===== config.mk =====
export PLATFORM = sky130hd
export DESIGN_NAME = dma2d_addr_gen
export DESIGN_NICKNAME = d
export VERILOG_FILES = /design/src/rtl/dma2d_pkg.sv /design/src/rtl/dma2d_axis_cnt.sv /design/src/rtl/dma2d_addr_acc.sv /design/src/rtl/dma2d_ctrl.sv /design/src/rtl/dma2d_addr_gen.sv
export SDC_FILE = /design/constraint.sdc
export NUM_CORES = 1
export LEC_CHECK = 0
export ABC_CLOCK_PERIOD_IN_PS = 4400
export BUFFER_PORTS_ARGS = -buffer_cell sky130_fd_sc_hd__buf_2
export CAP_MARGIN = 20
export CORE_ASPECT_RATIO = 0.75
export CORE_MARGIN = 2
export CORE_UTILIZATION = 58
export DETAILED_ROUTE_END_ITERATION = 8
export PLACE_DENSITY_LB_ADDON = 0.05
export SETUP_SLACK_MARGIN = 0.3
export SYNTH_ARGS = -nofsm -noshare
export SYNTH_HDL_FRONTEND = slang
export SYNTH_SLANG_ARGS = --single-unit

===== constraint.sdc =====
create_clock -name clk_i -period 4.4 [get_ports clk_i]
set_input_delay 0.88 -clock clk_i [delete_from_list [all_inputs] [get_ports clk_i]]
set_output_delay 0.88 -clock clk_i [all_outputs]
set_load 0.01 [all_outputs]

===== src/rtl/dma2d_pkg.sv =====
package dma2d_pkg;
  typedef enum logic [0:0] {
    FLOW_STOP = 1'b0,
    FLOW_AUTO = 1'b1
  } flow_e;
endpackage


===== src/rtl/dma2d_axis_cnt.sv =====
module dma2d_axis_cnt #(
  parameter int CNT_W = 16
) (
  input  logic             clk_i,
  input  logic             rst_ni,
  input  logic             load_i,
  input  logic [CNT_W-1:0] count_i,
  input  logic             step_i,
  output logic             last_o
);
  logic [CNT_W-1:0] lim_q, idx_q;

  always_ff @(posedge clk_i or negedge rst_ni) begin
    if (!rst_ni) begin
      lim_q <= '0;
      idx_q <= '0;
    end else if (load_i) begin
      // zero count behaves as one element
      lim_q <= (count_i == '0) ? '0 : count_i - 1'b1;
      idx_q <= '0;
    end else if (step_i) begin
      idx_q <= last_o ? '0 : idx_q + 1'b1;
    end
  end

  assign last_o = (idx_q == lim_q);

  AST_IDX_IN_RANGE: assert property (@(posedge clk_i) disable iff (!rst_ni)
    idx_q <= lim_q);
endmodule


===== src/rtl/dma2d_addr_acc.sv =====
module dma2d_addr_acc #(
  parameter int ADDR_W   = 32,
  parameter int STRIDE_W = 16
) (
  input  logic                clk_i,
  input  logic                rst_ni,
  input  logic                load_i,
  input  logic [ADDR_W-1:0]   start_i,
  input  logic [STRIDE_W-1:0] x_stride_i,
  input  logic [STRIDE_W-1:0] y_stride_i,
  input  logic                step_i,
  input  logic                row_end_i,
  input  logic                final_i,
  output logic [ADDR_W-1:0]   addr_o,
  output logic [ADDR_W-1:0]   start_o
);
  localparam int EXT_W = ADDR_W - STRIDE_W;

  logic [ADDR_W-1:0]   addr_q, start_q, delta;
  logic [STRIDE_W-1:0] xs_q, ys_q, sel;

  assign sel   = row_end_i ? ys_q : xs_q;
  assign delta = {{EXT_W{sel[STRIDE_W-1]}}, sel};

  always_ff @(posedge clk_i or negedge rst_ni) begin
    if (!rst_ni) begin
      addr_q  <= '0;
      start_q <= '0;
      xs_q    <= '0;
      ys_q    <= '0;
    end else if (load_i) begin
      addr_q  <= start_i;
      start_q <= start_i;
      xs_q    <= x_stride_i;
      ys_q    <= y_stride_i;
    end else if (step_i) begin
      addr_q  <= final_i ? start_q : addr_q + delta;
    end
  end

  assign addr_o  = addr_q;
  assign start_o = start_q;

  AST_HOLD_NO_STEP: assert property (@(posedge clk_i) disable iff (!rst_ni)
    (!step_i && !load_i) |=> $stable(addr_q));
endmodule


===== src/rtl/dma2d_ctrl.sv =====
module dma2d_ctrl
  import dma2d_pkg::*;
(
  input  logic  clk_i,
  input  logic  rst_ni,
  input  logic  enable_i,
  input  logic  auto_i,
  input  logic  hs_i,
  input  logic  final_i,
  input  logic  done_clr_i,
  output logic  load_o,
  output logic  running_o,
  output logic  done_o,
  output flow_e flow_o
);
  logic  en_q, run_q, done_q;
  flow_e flow_q;

  assign load_o = enable_i & ~en_q;

  always_ff @(posedge clk_i or negedge rst_ni) begin
    if (!rst_ni) begin
      en_q   <= 1'b0;
      run_q  <= 1'b0;
      done_q <= 1'b0;
      flow_q <= FLOW_STOP;
    end else begin
      en_q <= enable_i;
      if (load_o) flow_q <= auto_i ? FLOW_AUTO : FLOW_STOP;
      if (!enable_i)                                 run_q <= 1'b0;
      else if (load_o)                               run_q <= 1'b1;
      else if (hs_i && final_i && flow_q == FLOW_STOP) run_q <= 1'b0;
      // set has priority over clear
      if (hs_i && final_i) done_q <= 1'b1;
      else if (done_clr_i) done_q <= 1'b0;
    end
  end

  assign running_o = run_q;
  assign done_o    = done_q;
  assign flow_o    = flow_q;

  AST_DONE_STICKY: assert property (@(posedge clk_i) disable iff (!rst_ni)
    (done_q && !done_clr_i) |=> done_q);
  AST_DISABLE_STOPS: assert property (@(posedge clk_i) disable iff (!rst_ni)
    !enable_i |=> !run_q);
endmodule


===== src/rtl/dma2d_addr_gen.sv =====
module dma2d_addr_gen
  import dma2d_pkg::*;
#(
  parameter int ADDR_W   = 32,
  parameter int CNT_W    = 16,
  parameter int STRIDE_W = 16
) (
  input  logic                clk_i,
  input  logic                rst_ni,
  input  logic                enable_i,
  input  logic [ADDR_W-1:0]   cfg_start_i,
  input  logic [CNT_W-1:0]    cfg_x_count_i,
  input  logic [STRIDE_W-1:0] cfg_x_stride_i,
  input  logic [CNT_W-1:0]    cfg_y_count_i,
  input  logic [STRIDE_W-1:0] cfg_y_stride_i,
  input  logic                cfg_auto_i,
  input  logic                done_clr_i,
  output logic                addr_valid_o,
  input  logic                addr_ready_i,
  output logic [ADDR_W-1:0]   addr_o,
  output logic                last_o,
  output logic                running_o,
  output logic                done_o
);
  logic        load, run, hs, x_last, y_last, final_el;
  logic [ADDR_W-1:0] start_q;
  flow_e       flow;

  assign hs       = run & addr_ready_i;
  assign final_el = x_last & y_last;

  dma2d_ctrl u_ctrl (
    .clk_i, .rst_ni, .enable_i,
    .auto_i    (cfg_auto_i),
    .hs_i      (hs),
    .final_i   (final_el),
    .done_clr_i,
    .load_o    (load),
    .running_o (run),
    .done_o,
    .flow_o    (flow)
  );

  dma2d_axis_cnt #(.CNT_W(CNT_W)) u_x_cnt (
    .clk_i, .rst_ni,
    .load_i  (load),
    .count_i (cfg_x_count_i),
    .step_i  (hs),
    .last_o  (x_last)
  );

  dma2d_axis_cnt #(.CNT_W(CNT_W)) u_y_cnt (
    .clk_i, .rst_ni,
    .load_i  (load),
    .count_i (cfg_y_count_i),
    .step_i  (hs & x_last),
    .last_o  (y_last)
  );

  dma2d_addr_acc #(.ADDR_W(ADDR_W), .STRIDE_W(STRIDE_W)) u_acc (
    .clk_i, .rst_ni,
    .load_i     (load),
    .start_i    (cfg_start_i),
    .x_stride_i (cfg_x_stride_i),
    .y_stride_i (cfg_y_stride_i),
    .step_i     (hs),
    .row_end_i  (x_last),
    .final_i    (final_el),
    .addr_o,
    .start_o    (start_q)
  );

  assign addr_valid_o = run;
  assign running_o    = run;
  assign last_o       = run & final_el;

  AST_STALL_HOLDS: assert property (@(posedge clk_i) disable iff (!rst_ni)
    (addr_valid_o && !addr_ready_i && enable_i) |=> $stable(addr_o));
  AST_FINAL_SETS_DONE: assert property (@(posedge clk_i) disable iff (!rst_ni)
    (addr_valid_o && addr_ready_i && last_o) |=> done_o);
  AST_STOP_ENDS_RUN: assert property (@(posedge clk_i) disable iff (!rst_ni)
    (addr_valid_o && addr_ready_i && last_o && flow == FLOW_STOP) |=> !addr_valid_o);
  AST_AUTO_WRAPS: assert property (@(posedge clk_i) disable iff (!rst_ni)
    (addr_valid_o && addr_ready_i && last_o && flow == FLOW_AUTO && enable_i)
      |=> (addr_valid_o && addr_o == start_q));
  AST_LAST_NEEDS_VALID: assert property (@(posedge clk_i) disable iff (!rst_ni)
    last_o |-> addr_valid_o);
endmodule


==> results_tabular.tex, run 1 <==
\begin{tabular}{lr}
\hline
Metric & Value \\
\hline
\multicolumn{2}{l}{\textbf{Job}} \\
\quad Count of maximum capacitance violations & 0 \\
\multicolumn{2}{l}{\textbf{Route}} \\
\quad DRT antenna net count & 0 \\
\quad DRC errors left & 0 \\
\quad Average via count per standard cell & 5.81 \\
\quad Initial DRT Pass Iterations & 5 \\
\quad Number of vias after detailed routing & 8564 \\
\quad DRT iter0 DRCs & 675 \\
\quad Detailed-route wire length per cell & 17.8 µm \\
\quad Final routed wirelength across all metal layers & 26.3 mm \\
\multicolumn{2}{l}{\textbf{Outcome}} \\
\quad Run status & complete, no violations \\
\multicolumn{2}{l}{\textbf{Critical path}} \\
\quad Critical path buffer and inverter count & 3 \\
\quad Reg-to-reg critical path endpoint & u\_acc.addr\_o[30]\$\_DFFE\_PN0P\_ \\
\quad Beginning of the worst register-to-register path & u\_x\_cnt.idx\_q[8]\$\_DFFE\_PN0P\_ \\
\quad Type of the worst setup path & register to register \\
\quad Slowest Stage Delay on Critical Path & 560 ps \\
\quad Required @ worst endpoint & 4760 ps \\
\quad Cell depth of the worst flop-to-flop path & 16 \\
\quad Worst path cell trace & xor2\_1 -> nor4\_2 -> nand4\_1 -> buf\_4 -> clkbuf\_16 -> mux2\_2 -> ha\_4 -> a21oi\_2 -> o21ai\_1 -> or4b\_4 -> o21ai\_4 -> buf\_6 -> o21ai\_4 -> a41oi\_2 -> mux2\_4 -> a21oi\_2 \\
\quad Internal reg-to-reg setup slack & 300 ps \\
\quad Critical Path Start Type & register \\
\quad Crit. End Element & register \\
\quad Critical Path Slowest Stage Cell & sky130\_fd\_sc\_hd\_\_or4b\_4 \\
\quad Worst path top cell family by delay & simple AND/OR/NAND/NOR gates \\
\quad Maximum fanout encountered on the critical timing path & 4 \\
\quad Critical path data arrival time & 4460 ps \\
\multicolumn{2}{l}{\textbf{Floorplanning}} \\
\quad Die H & 115 µm \\
\quad Area of the placeable core & 16100 µm² \\
\quad Initial Util & 59.5\% \\
\quad X dimension of the die & 153 µm \\
\quad Placement Rows & 40 \\
\quad Count of boundary I/O pins & 138 \\
\quad Die ar. & 17600 µm² \\
\multicolumn{2}{l}{\textbf{Synthesis}} \\
\quad Mapped Nets & 1242 \\
\quad Share of async-settable or async-resettable flops after synthesis & 100\% \\
\quad Synth unique cells & 71 \\
\quad Area fraction of the dominant cell type after synthesis & 42.8\% \\
\quad Number of enable flip-flop cells after synthesis & 0 \\
\quad Average footprint of a synthesized cell & 8.69 µm² \\
\quad Mapped Area & 9590 µm² \\
\quad Cell count after synthesis & 1104 \\
\quad Cell type with the largest total area after synthesis & sky130\_fd\_sc\_hd\_\_dfrtp\_1 \\
\quad Leading register cell type out of synthesis & sky130\_fd\_sc\_hd\_\_dfrtp\_1 \\
\quad Proportion of synthesized chip area in sequential cells & 42.8\% \\
\quad Post-synthesis sequential element count & 164 \\
\quad Number of warnings reported in the yosys synthesis log & 0 \\
\quad Area contributors post-synth & sky130\_fd\_sc\_hd\_\_dfrtp\_1 (43\%), sky130\_fd\_sc\_hd\_\_nand2\_1 (11\%), sky130\_fd\_sc\_hd\_\_xnor2\_1 (4.7\%), sky130\_fd\_sc\_hd\_\_ha\_1 (4.6\%), sky130\_fd\_sc\_hd\_\_o21ai\_0 (4.2\%) \\
\multicolumn{2}{l}{\textbf{Placed design}} \\
\quad Final HPWL from detailed placement & 17.5 mm \\
\quad Number of placed instances with taps included & 1422 \\
\quad IO Port Bufs & 137 \\
\quad Final GP Congestion & 0.930 \\
\quad Area post-placement & 10500 µm² \\
\multicolumn{2}{l}{\textbf{Pwr}} \\
\quad Combinational share of power & 32.5\% \\
\quad Pwr dens & 428 nW/µm² \\
\quad Lkg Pwr & 5.54 nW \\
\quad Switching power total & 1.72 mW \\
\quad Peak supply drop & 0.000235 V \\
\quad Clock network fraction of design power & 29.6\% \\
\quad Register share of total power & 37.9\% \\
\quad Switching share of power & 34.6\% \\
\quad Internal cell power & 3.26 mW \\
\multicolumn{2}{l}{\textbf{Global route}} \\
\quad Number of global-route vias before repair & 8127 \\
\quad Global-route usage over all layers & 29.4\% \\
\quad Pin count of the biggest net entering global routing & 104 \\
\quad Antenna violations before repair & 0 \\
\quad Remaining global-route overflow & 0 \\
\quad Global-route wire length before repair & 41.7 mm \\
\multicolumn{2}{l}{\textbf{Final layout}} \\
\quad P\&R area growth vs syn & 21.2\% \\
\quad Final std cells w/o fill & 1475 \\
\quad Fin util & 72.2\% \\
\quad N\_diodes & 0 \\
\quad Filler Cell Count & 1283 \\
\quad Share of final-layout standard cells stronger than drive strength 1 & 22.5\% \\
\quad Final Cell Area & 11600 µm² \\
\quad Number of nets in the layout & 1390 \\
\multicolumn{2}{l}{\textbf{Clocking}} \\
\quad Sink Count & 164 \\
\quad Number of buffers inserted during clock tree synthesis & 17 \\
\quad Clock transition time at the flip-flop clock pins of the worst setup and hold paths & 60 ps \\
\quad Clock latency at the later pin of the worst-skew pair & 430 ps \\
\quad Clock Tree Root & sky130\_fd\_sc\_hd\_\_clkbuf\_16 \\
\quad Maximum clock insertion buffer count & 2 \\
\quad Hold-fix buffers at CTS & 0 \\
\quad Clock tree from TritonCTS & done \\
\quad Deepest level of the CTS H-tree & 4 \\
\multicolumn{2}{l}{\textbf{Timing}} \\
\quad Final-report setup violation count & 0 \\
\quad Max-slew headroom & 38.3\% \\
\quad Actual slew at the worst max-slew pin & 925 ps \\
\quad Setup\_tns & 0 ps \\
\quad Skew final & 12.1 ps \\
\quad Unrepaired setup endpoints after global routing & yes \\
\quad Final Hold Vio Count & 0 \\
\quad Final max-slew violation count & 0 \\
\quad Fmax & 244 MHz \\
\quad Final min period & 4100 ps \\
\quad Crit share post-route & 93.2\% \\
\multicolumn{2}{l}{\textbf{Worst hold path}} \\
\quad Hold Crit Endpoint & u\_acc.start\_o[6]\$\_DFFE\_PN0P\_ \\
\quad Worst hold path type & register to register \\
\quad Start point of the worst hold path & u\_acc.start\_o[6]\$\_DFFE\_PN0P\_ \\
\quad Worst hold path stage count & 2 \\
\hline
\end{tabular}
-- worst max-delay path by stage --
| stage | slack (ps) | from | endpoint | depth (start not counted) |
|---|---|---|---|---|
| 4_1_cts | 320 | u_x_cnt.idx_q[12]$_DFFE_PN0P_ | u_acc.addr_o[28]$_DFFE_PN0P_ | 16 |
| 3_5_place_dp | 210 | u_x_cnt.idx_q[2]$_DFFE_PN0P_ | u_acc.addr_o[28]$_DFFE_PN0P_ | 16 |
| 3_3_place_gp | 300 | u_x_cnt.idx_q[2]$_DFFE_PN0P_ | u_acc.addr_o[28]$_DFFE_PN0P_ | 16 |
| 2_1_floorplan | 570 | u_x_cnt.idx_q[12]$_DFFE_PN0P_ | u_acc.addr_o[30]$_DFFE_PN0P_ | 15 |
| 5_1_grt | 110 | u_x_cnt.idx_q[8]$_DFFE_PN0P_ | u_acc.addr_o[31]$_DFFE_PN0P_ | 14 |
| 6_report | 300 | u_x_cnt.idx_q[8]$_DFFE_PN0P_ | u_acc.addr_o[30]$_DFFE_PN0P_ | 16 |
-- cells in the final DEF (no fill, tap or decap), types with 19 or more instances in the layout --
cell type	count
sky130_fd_sc_hd__clkbuf_16	20
sky130_fd_sc_hd__buf_2	136
sky130_fd_sc_hd__inv_1	21
sky130_fd_sc_hd__buf_4	32
sky130_fd_sc_hd__o21ai_0	77
sky130_fd_sc_hd__xor2_1	45
sky130_fd_sc_hd__a21oi_1	52
sky130_fd_sc_hd__and3_1	19
sky130_fd_sc_hd__nand2_1	286
sky130_fd_sc_hd__xnor2_1	52
sky130_fd_sc_hd__nor2_1	59
sky130_fd_sc_hd__dfrtp_1	162
-- sequential cells by signal (all words and copies together), names as in the netlist --
name              flops
u_acc.start_o        32
u_acc.addr_o         32
u_ctrl.flow_o         1
u_y_cnt.lim_q        16
u_acc.ys_q           16
u_x_cnt.idx_q        16
u_ctrl.en_q           1
u_ctrl.done_o         1
u_x_cnt.lim_q        16
u_y_cnt.idx_q        16
u_ctrl.running_o      1
u_acc.xs_q           16
-- layout make-up --
class	count	area (µm²)	share of cell area, %
multi-input cells	872	5540	47.7
inverters	21	78.8	0.678
clock inverters	11	129	1.11
repair buffers	176	1070	9.20
clock buffers	21	440	3.79
well taps	210	263	2.26
flip-flops and latches	164	4110	35.3
-- Yosys cell counts (3+ instances only) --
| library cell | number |
|---|---|
| sky130_fd_sc_hd__nand2_1 | 287 |
| sky130_fd_sc_hd__dfrtp_1 | 164 |
| sky130_fd_sc_hd__o21ai_0 | 80 |
| sky130_fd_sc_hd__a21oi_1 | 61 |
| sky130_fd_sc_hd__nor2_1 | 60 |
| sky130_fd_sc_hd__xnor2_1 | 52 |
| sky130_fd_sc_hd__xor2_1 | 45 |
| sky130_fd_sc_hd__ha_1 | 35 |
| sky130_fd_sc_hd__clkbuf_1 | 29 |
| sky130_fd_sc_hd__inv_1 | 21 |
| sky130_fd_sc_hd__and3_1 | 19 |
| sky130_fd_sc_hd__mux2_2 | 18 |
| sky130_fd_sc_hd__nand3_1 | 17 |
| sky130_fd_sc_hd__nor3_1 | 16 |
| sky130_fd_sc_hd__a21o_1 | 14 |
| sky130_fd_sc_hd__nor4_1 | 13 |
| sky130_fd_sc_hd__o221ai_1 | 12 |
| sky130_fd_sc_hd__nand4_1 | 11 |
| sky130_fd_sc_hd__or3_1 | 10 |
| sky130_fd_sc_hd__nand2b_1 | 8 |
| sky130_fd_sc_hd__o211ai_1 | 8 |
| sky130_fd_sc_hd__o22ai_1 | 8 |
| sky130_fd_sc_hd__a31oi_1 | 7 |
| sky130_fd_sc_hd__nor2b_1 | 6 |
| sky130_fd_sc_hd__o31ai_1 | 6 |
| sky130_fd_sc_hd__and2_1 | 5 |
| sky130_fd_sc_hd__and4_1 | 5 |
| sky130_fd_sc_hd__mux2i_1 | 5 |
| sky130_fd_sc_hd__buf_1 | 4 |
| sky130_fd_sc_hd__buf_2 | 4 |
| sky130_fd_sc_hd__clkbuf_8 | 4 |
| sky130_fd_sc_hd__o21a_1 | 4 |
| sky130_fd_sc_hd__o21bai_1 | 4 |
| sky130_fd_sc_hd__or4_1 | 4 |
| sky130_fd_sc_hd__a21boi_0 | 3 |
| sky130_fd_sc_hd__a32oi_1 | 3 |
| sky130_fd_sc_hd__nor3b_1 | 3 |
| sky130_fd_sc_hd__o31a_1 | 3 |
-- layer usage --
metal | wire, µm | up-vias | GRT usage, %
met4 | 355 | 0 | 6.23
li1 | - | 4150 | -
met3 | 1900 | 32 | 6.07
met5 | 0 | - | 0
met1 | 12900 | 4065 | 45.4
met2 | 11200 | 317 | 42.9
-- through the flow --
step / hold slack [ps] / setup slack (ps) / power [mW]
floorplan: 437 / 573 / 2.84
global placement: 449 / 298 / 3.26
detailed placement: 454 / 210 / 3.28
CTS: 470 / 322 / 4.76
global route: 501 / 106 / 5.24
finish: 468 / 299 / 4.98
-- cells by family (layout without fill, tap and decap cells) --
logic type                 after synthesis  in the layout  share of synthesized area (%)
AOI/OAI and AO/OA                      238            238                           15.4
muxes                                   23             24                           2.63
adders and majority gates               36             36                           4.77
xor gates and xnor gates                97             97                           8.86
buffers and inverters                   69            229                           3.55
DFF                                    164            164                           42.8
and+or+nand+nor                        477            477                           22.0
-- worst register-to-register path, cell delays in order (launching register included) --
cell	delay, ps
sky130_fd_sc_hd__dfrtp_1	420
sky130_fd_sc_hd__xor2_1	170
sky130_fd_sc_hd__nor4_2	320
sky130_fd_sc_hd__nand4_1	300
sky130_fd_sc_hd__buf_4	250
sky130_fd_sc_hd__clkbuf_16	160
sky130_fd_sc_hd__mux2_2	300
sky130_fd_sc_hd__ha_4	170
sky130_fd_sc_hd__a21oi_2	160
sky130_fd_sc_hd__o21ai_1	110
sky130_fd_sc_hd__or4b_4	560
sky130_fd_sc_hd__o21ai_4	220
sky130_fd_sc_hd__buf_6	140
sky130_fd_sc_hd__o21ai_4	80
sky130_fd_sc_hd__a41oi_2	210
sky130_fd_sc_hd__mux2_4	330
sky130_fd_sc_hd__a21oi_2	130
-- power groups by stage --
stage          logic, mW  clock network (mW)  registers (mW)
2_1_floorplan      0.973                   0            1.87
5_1_grt             1.78                1.55            1.91
3_3_place_gp        1.37                   0            1.89
3_5_place_dp        1.39                   0            1.88
4_1_cts             1.41                1.49            1.86
6_report            1.62                1.47            1.88
-- timing repair --
action	CTS	global route
setup buffers	0	16
gates resized for setup	5	65
gates cloned	0	4
setup endpoints to repair	4	11
pin swaps	0	18
Note: power is estimated with default switching activity, not from simulation.
==> run 2, diff against run 1 <==
--- a/constraint.sdc
+++ b/constraint.sdc
@@ -3,2 +3,2 @@
 set_output_delay 0.88 -clock clk_i [all_outputs]
-set_load 0.01 [all_outputs]
+set_load 0.05 [all_outputs]
==> run 2 against run 1 <==
Net effect:
- clock power about the same
- sequential share of layout area stayed put
- count of clock-buffer cells in the layout is the same
- via count shrank 0.30%
- design area unchanged
- critical path type unchanged
- critical endpoint unchanged
- clock skew decreased by 0.81 ps
==> results_tabular.tex, run 2 (synthesis results as in run 1) <==
\begin{tabular}{lr}
\hline
Metric & Value \\
\hline
\multicolumn{2}{l}{\textbf{Pwr}} \\
\quad Internal cell power & 3.26 mW \\
\quad Combinational share of power & 35.4\% \\
\quad Lkg Pwr & 5.54 nW \\
\quad Clock network fraction of design power & 28.3\% \\
\quad Switching share of power & 37.4\% \\
\quad Pwr dens & 447 nW/µm² \\
\quad Register share of total power & 36.2\% \\
\quad Switching power total & 1.94 mW \\
\quad Peak supply drop & 0.000236 V \\
\multicolumn{2}{l}{\textbf{Timing}} \\
\quad Skew final & 11.3 ps \\
\quad Crit share post-route & 93.0\% \\
\quad Final min period & 4090 ps \\
\quad Unrepaired setup endpoints after global routing & yes \\
\quad Final max-slew violation count & 0 \\
\quad Final Hold Vio Count & 0 \\
\quad Max-slew headroom & 38.4\% \\
\quad Final-report setup violation count & 0 \\
\quad Actual slew at the worst max-slew pin & 925 ps \\
\quad Setup\_tns & 0 ps \\
\quad Fmax & 244 MHz \\
\multicolumn{2}{l}{\textbf{Clocking}} \\
\quad Maximum clock insertion buffer count & 2 \\
\quad Clock latency at the later pin of the worst-skew pair & 430 ps \\
\quad Number of buffers inserted during clock tree synthesis & 17 \\
\quad Clock transition time at the flip-flop clock pins of the worst setup and hold paths & 60 ps \\
\quad Clock tree from TritonCTS & done \\
\quad Hold-fix buffers at CTS & 0 \\
\quad Sink Count & 164 \\
\quad Clock Tree Root & sky130\_fd\_sc\_hd\_\_clkbuf\_16 \\
\quad Deepest level of the CTS H-tree & 4 \\
\multicolumn{2}{l}{\textbf{Floorplanning}} \\
\quad Die H & 115 µm \\
\quad Die ar. & 17600 µm² \\
\quad Placement Rows & 40 \\
\quad Initial Util & 59.5\% \\
\quad Area of the placeable core & 16100 µm² \\
\quad Count of boundary I/O pins & 138 \\
\quad X dimension of the die & 153 µm \\
\multicolumn{2}{l}{\textbf{Global route}} \\
\quad Global-route wire length before repair & 41.7 mm \\
\quad Remaining global-route overflow & 0 \\
\quad Number of global-route vias before repair & 8127 \\
\quad Pin count of the biggest net entering global routing & 104 \\
\quad Antenna violations before repair & 0 \\
\quad Global-route usage over all layers & 29.4\% \\
\multicolumn{2}{l}{\textbf{Critical path}} \\
\quad Required @ worst endpoint & 4760 ps \\
\quad Maximum fanout encountered on the critical timing path & 4 \\
\quad Worst path cell trace & xor2\_1 -> nor4\_2 -> nand4\_1 -> buf\_4 -> clkbuf\_16 -> mux2\_2 -> ha\_4 -> a21oi\_2 -> o21ai\_1 -> or4b\_4 -> o21ai\_4 -> buf\_6 -> o21ai\_4 -> a41oi\_2 -> mux2\_4 -> a21oi\_2 \\
\quad Type of the worst setup path & register to register \\
\quad Critical path data arrival time & 4450 ps \\
\quad Cell depth of the worst flop-to-flop path & 16 \\
\quad Crit. End Element & register \\
\quad Slowest Stage Delay on Critical Path & 560 ps \\
\quad Critical Path Start Type & register \\
\quad Critical Path Slowest Stage Cell & sky130\_fd\_sc\_hd\_\_or4b\_4 \\
\multicolumn{2}{l}{\textbf{Route}} \\
\quad Detailed-route wire length per cell & 17.8 µm \\
\quad DRC errors left & 0 \\
\quad Number of vias after detailed routing & 8538 \\
\quad DRT iter0 DRCs & 651 \\
\quad DRT antenna net count & 0 \\
\quad Average via count per standard cell & 5.79 \\
\quad Final routed wirelength across all metal layers & 26.3 mm \\
\quad Initial DRT Pass Iterations & 7 \\
\multicolumn{2}{l}{\textbf{Worst hold path}} \\
\quad Worst hold path type & register to register \\
\quad Worst hold path stage count & 2 \\
\multicolumn{2}{l}{\textbf{Final layout}} \\
\quad P\&R area growth vs syn & 21.2\% \\
\quad Fin util & 72.2\% \\
\quad Filler Cell Count & 1283 \\
\quad Leading cell types in the layout, fill and taps excluded & sky130\_fd\_sc\_hd\_\_nand2\_1 (286), sky130\_fd\_sc\_hd\_\_dfrtp\_1 (162), sky130\_fd\_sc\_hd\_\_buf\_2 (136) \\
\quad Leading cell type in the layout, fill and taps excluded & sky130\_fd\_sc\_hd\_\_nand2\_1 \\
\quad Number of nets in the layout & 1390 \\
\quad N\_diodes & 0 \\
\quad Share of final-layout standard cells stronger than drive strength 1 & 22.5\% \\
\multicolumn{2}{l}{\textbf{Placed design}} \\
\quad Final HPWL from detailed placement & 17.5 mm \\
\quad Final GP Congestion & 0.930 \\
\quad IO Port Bufs & 137 \\
\multicolumn{2}{l}{\textbf{Outcome}} \\
\quad Run status & complete, no violations \\
\multicolumn{2}{l}{\textbf{Job}} \\
\quad Count of maximum capacitance violations & 0 \\
\hline
\end{tabular}
## run 2: cell counts in the layout (fill, tap and decap cells not counted)
No cell type changed its count.
## run 2: power by group through the flow
stage	logic [mW]	registers, mW	clock network (mW)
detailed placement	1.62	1.88	0
global placement	1.60	1.89	0
CTS	1.64	1.86	1.49
floorplan	0.974	2.08	0
global route	2.01	1.91	1.55
finish	1.84	1.88	1.47
## run 2: final timing paths
check                                             start  slack (ps)                       endpoint
setup reg to reg           u_x_cnt.idx_q[8]$_DFFE_PN0P_         310   u_acc.addr_o[30]$_DFFE_PN0P_
max in group asynchronous                        rst_ni        2940  u_x_cnt.idx_q[15]$_DFFE_PN0P_
hold reg to reg            u_acc.start_o[6]$_DFFE_PN0P_         470   u_acc.start_o[6]$_DFFE_PN0P_
setup / recovery           u_x_cnt.idx_q[8]$_DFFE_PN0P_         310   u_acc.addr_o[30]$_DFFE_PN0P_
hold / removal             u_acc.start_o[6]$_DFFE_PN0P_         470   u_acc.start_o[6]$_DFFE_PN0P_
min in group asynchronous                        rst_ni         550     u_acc.xs_q[12]$_DFFE_PN0P_
## run 2: what timing repair did
item | 4_1_cts | 5_1_grt
buffers inserted | 0 | 16
setup endpoints to repair | 4 | 11
pin swaps | 0 | 18
cloned | 0 | 4
resized for setup | 5 | 65
## run 2: per-layer routing
| metal | global-route usage, % | wire, µm |
|---|---|---|
| met1 | 45.4 | 13000 |
| met2 | 42.9 | 11200 |
| met3 | 6.07 | 1740 |
| met4 | 6.23 | 369 |
| met5 | 0 | 0 |
## run 2: stage by stage
stage | cell area, µm² | hold slack (ps) | cells | worst slack [ps] | total power [mW]
after global routing | 11600 | 501 | 1475 | 106 | 5.47
after CTS | 11000 | 470 | 1454 | 322 | 4.99
after floorplan | 9590 | 437 | 1104 | 573 | 3.06
after global placement | 10500 | 449 | 1422 | 298 | 3.49
final | 11600 | 468 | 1475 | 307 | 5.20
after detailed placement | 10500 | 454 | 1422 | 210 | 3.50
## run 2: area by class of cell
cell class	count	area (µm²)	area share, %
multi-input cells	872	5540	47.7
flip-flops and latches	164	4110	35.3
repair buffers	176	1070	9.20
clock inverters	11	129	1.11
well taps	210	263	2.26
inverters	21	78.8	0.678
clock buffers	21	440	3.79
## run 2: critical path, delay by kind of cell (launching register included)
| kind | cells | cell delay [ps] |
|---|---|---|
| compound gates | 6 | 910 |
| xor+xnor | 1 | 170 |
| fa+ha+maj | 1 | 170 |
| buf+inv | 3 | 550 |
| flops | 1 | 420 |
| mux | 2 | 630 |
| simple gates | 3 | 1170 |
==> run 3, diff against run 2 <==
--- a/config.mk
+++ b/config.mk
@@ -12,3 +12,3 @@
 export CORE_MARGIN = 2
-export CORE_UTILIZATION = 58
+export CORE_UTILIZATION = 57
 export DETAILED_ROUTE_END_ITERATION = 8
==> constraint.sdc (replaced) <==
create_clock -name clk_i -period 4.4 [get_ports clk_i]
set_input_delay 0 -clock clk_i [delete_from_list [all_inputs] [get_ports clk_i]]
set_output_delay 0 -clock clk_i [all_outputs]
set_load 0.05 [all_outputs]
==> run 3 against run 2 <==
Net effect:
- critical path depth shrank 1
- non-clock buffer count rose by 105
- flip-flop and latch count did not move
- setup slack improved by 2.7 ps
- worst hold slack lost 440 ps
- count of clock-buffer cells in the layout down 3
- clock power hardly changed
- final cell count rose by 7.4%
- design area grew 7.9%
- largest power group unchanged
==> results_tabular.tex, run 3 (synthesis results as in run 1) <==
\begin{tabular}{lr}
\hline
Metric & Value \\
\hline
\multicolumn{2}{l}{\textbf{Global route}} \\
\quad Met3 global-route usage & 7.31\% \\
\quad Global-route usage over all layers & 30.4\% \\
\quad Number of global-route vias before repair & 8316 \\
\quad Highest-utilization routing layer at the global route stage & met2 \\
\quad Met1 GRT Util & 45.2\% \\
\quad Global-route wire length before repair & 43.0 mm \\
\quad Remaining global-route overflow & 0 \\
\quad Pin count of the biggest net entering global routing & 99 \\
\quad GR met2 Demand/Resource & 45.7\% \\
\quad Antenna violations before repair & 0 \\
\multicolumn{2}{l}{\textbf{Clocking}} \\
\quad Sink Count & 164 \\
\quad Clock latency at the later pin of the worst-skew pair & 430 ps \\
\quad Clock Tree Root & sky130\_fd\_sc\_hd\_\_clkbuf\_16 \\
\quad Deepest level of the CTS H-tree & 4 \\
\quad Maximum clock insertion buffer count & 2 \\
\quad Clock transition time at the flip-flop clock pins of the worst setup and hold paths & 70 ps \\
\quad Clock tree from TritonCTS & done \\
\quad Number of buffers inserted during clock tree synthesis & 17 \\
\multicolumn{2}{l}{\textbf{Floorplanning}} \\
\quad Count of boundary I/O pins & 138 \\
\quad Initial Util & 57.5\% \\
\quad Placement Rows & 41 \\
\quad X dimension of the die & 154 µm \\
\quad Die ar. & 17900 µm² \\
\quad Area of the placeable core & 16700 µm² \\
\quad Die H & 116 µm \\
\multicolumn{2}{l}{\textbf{Timing}} \\
\quad Least setup slack across all paths after layout & 309 ps \\
\quad Final Hold Vio Count & 0 \\
\quad Max-slew headroom & 30.3\% \\
\quad Final max-slew violation count & 0 \\
\quad Final min period & 4090 ps \\
\quad Crit share post-route & 93.0\% \\
\quad Unrepaired setup endpoints after global routing & yes \\
\quad Fmax & 244 MHz \\
\quad Actual slew at the worst max-slew pin & 1040 ps \\
\quad Setup\_tns & 0 ps \\
\quad Final-report setup violation count & 0 \\
\quad Skew final & 16.0 ps \\
\multicolumn{2}{l}{\textbf{Outcome}} \\
\quad Run status & complete, no violations \\
\multicolumn{2}{l}{\textbf{Final layout}} \\
\quad Multi-input logic area & 5400 µm² \\
\quad P\&R area growth vs syn & 30.8\% \\
\quad Number of nets in the layout & 1495 \\
\quad Share of final-layout standard cells stronger than drive strength 1 & 19.3\% \\
\quad Leading cell type in the layout, fill and taps excluded & sky130\_fd\_sc\_hd\_\_nand2\_1 \\
\quad Leading cell types in the layout, fill and taps excluded & sky130\_fd\_sc\_hd\_\_nand2\_1 (287), sky130\_fd\_sc\_hd\_\_dfrtp\_1 (164), sky130\_fd\_sc\_hd\_\_buf\_2 (136) \\
\quad Filler Cell Count & 1189 \\
\quad N\_diodes & 0 \\
\quad Storage element area & 4100 µm² \\
\multicolumn{2}{l}{\textbf{Critical path}} \\
\quad Cell depth of the worst flop-to-flop path & 15 \\
\quad Worst path cell trace & xor2\_1 -> nor4\_2 -> nand4\_1 -> buf\_4 -> clkbuf\_16 -> mux2\_4 -> buf\_4 -> ha\_1 -> nand4\_1 -> o221ai\_2 -> a32oi\_2 -> o41ai\_4 -> o41ai\_2 -> mux2i\_1 -> a41oi\_1 \\
\quad Critical Path Slowest Stage Cell & sky130\_fd\_sc\_hd\_\_dfrtp\_1 \\
\quad Critical path data arrival time & 4380 ps \\
\quad Reg-to-reg critical path endpoint & u\_acc.addr\_o[31]\$\_DFFE\_PN0P\_ \\
\quad Internal reg-to-reg setup slack & 310 ps \\
\quad Slowest Stage Delay on Critical Path & 400 ps \\
\quad Type of the worst setup path & register to register \\
\quad Required @ worst endpoint & 4690 ps \\
\quad Maximum fanout encountered on the critical timing path & 9 \\
\quad Critical Path Start Type & register \\
\quad Beginning of the worst register-to-register path & u\_x\_cnt.lim\_q[7]\$\_DFFE\_PN0P\_ \\
\quad Crit. End Element & register \\
\multicolumn{2}{l}{\textbf{Route}} \\
\quad DRC errors left & 0 \\
\quad Average via count per standard cell & 5.70 \\
\quad DRT iter0 DRCs & 828 \\
\quad Detailed-route wire length per cell & 17.5 µm \\
\quad Final routed wirelength across all metal layers & 27.7 mm \\
\quad Number of vias after detailed routing & 9028 \\
\quad Initial DRT Pass Iterations & 5 \\
\quad DRT antenna net count & 0 \\
\multicolumn{2}{l}{\textbf{Placed design}} \\
\quad IO Port Bufs & 137 \\
\quad Placement-stage worst setup slack & 187 ps \\
\quad Final HPWL from detailed placement & 17.4 mm \\
\quad Final GP Congestion & 0.922 \\
\multicolumn{2}{l}{\textbf{Pwr}} \\
\quad Total power consumption of the routed design & 5.22 mW \\
\quad Lkg Pwr & 5.97 nW \\
\quad Register share of total power & 35.8\% \\
\quad Clock network fraction of design power & 28.6\% \\
\quad Switching power total & 1.94 mW \\
\quad Pwr dens & 416 nW/µm² \\
\quad Combinational share of power & 35.6\% \\
\quad Internal cell power & 3.28 mW \\
\quad Peak supply drop & 0.000273 V \\
\quad Switching share of power & 37.2\% \\
\multicolumn{2}{l}{\textbf{Worst hold path}} \\
\quad Worst hold path type & primary input to register \\
\quad Start point of the worst hold path & cfg\_x\_count\_i[6] \\
\quad Hold Crit Endpoint & u\_x\_cnt.lim\_q[6]\$\_DFFE\_PN0P\_ \\
\quad Worst hold path stage count & 4 \\
\multicolumn{2}{l}{\textbf{Job}} \\
\quad Count of maximum capacitance violations & 0 \\
\hline
\end{tabular}
==> run 3: changes by cell type in the layout (fill, tap and decap cells not counted), moves of 3 or more <==
| cell | before | now |
|---|---|---|
| sky130_fd_sc_hd__clkbuf_1 | 4 | 1 |
| sky130_fd_sc_hd__ha_4 | 12 | 4 |
| sky130_fd_sc_hd__inv_6 | 2 | 5 |
| sky130_fd_sc_hd__ha_1 | 16 | 26 |
| sky130_fd_sc_hd__dlygate4sd3_1 | 0 | 109 |
==> run 3: final cells by class <==
class	instances	share of cell area, %
flip-flops and latches	164	32.7
multi-input cells	872	43.0
repair buffers	281	16.9
clock inverters	13	1.19
well taps	215	2.14
inverters	21	0.628
clock buffers	18	3.42
==> run 3: worst max-delay path by stage <==
stage | start | to | slack, ps | cells past startpoint
finish | u_x_cnt.lim_q[7]$_DFFE_PN0P_ | u_acc.addr_o[31]$_DFFE_PN0P_ | 310 | 15
global route | u_x_cnt.lim_q[7]$_DFFE_PN0P_ | u_acc.addr_o[31]$_DFFE_PN0P_ | 140 | 15
CTS | u_x_cnt.idx_q[4]$_DFFE_PN0P_ | u_acc.addr_o[30]$_DFFE_PN0P_ | 330 | 14
detailed placement | u_x_cnt.idx_q[4]$_DFFE_PN0P_ | u_acc.addr_o[28]$_DFFE_PN0P_ | 190 | 16
global placement | u_x_cnt.idx_q[4]$_DFFE_PN0P_ | u_acc.addr_o[28]$_DFFE_PN0P_ | 270 | 16
floorplan | u_x_cnt.idx_q[12]$_DFFE_PN0P_ | u_acc.addr_o[30]$_DFFE_PN0P_ | 570 | 15
==> run 3: critical path, delay by kind of cell, from the launching register on <==
kind | cells | cell delay (ps)
xor+xnor | 1 | 170
compound gates | 5 | 1070
simple gates | 3 | 800
fa+ha+maj | 1 | 320
buf+inv | 3 | 610
flops | 1 | 400
mux | 2 | 580
==> run 3: routing by layer <==
metal | up-vias | share of wire [%]
li1 | 4348 | -
met1 | 4277 | 48
met2 | 369 | 43
met3 | 34 | 7.6
met4 | 0 | 1.5
met5 | - | 0
==> run 3: timing repair <==
item / in CTS / in global routing
pin swaps: 0 / 16
endpoints found under the hold margin: 226 / 0
gates resized for setup: 4 / 43
hold buffers: 109 / 0
endpoints found under the setup margin: 5 / 13
setup buffers: 0 / 10
cloned: 0 / 4
==> run 3: power groups by stage <==
stage	Clock [mW]	Combinational [mW]	Sequential [mW]
6_report	1.49	1.86	1.87
5_1_grt	1.58	2.03	1.89
3_3_place_gp	0	1.61	1.88
3_5_place_dp	0	1.63	1.88
2_1_floorplan	0	0.974	2.08
4_1_cts	1.51	1.72	1.85
==> run 3: metrics by stage <==
step           hold WS, ps  cells  util, %  instance area (µm²)
6_report              25.4   1584     75.2                12500
5_1_grt               59.6   1584     75.2                12500
4_1_cts               12.0   1570     72.9                12200
3_5_place_dp           158   1430     62.8                10500
3_3_place_gp           167   1430     62.8                10500
2_1_floorplan         -296   1104        -                 9590
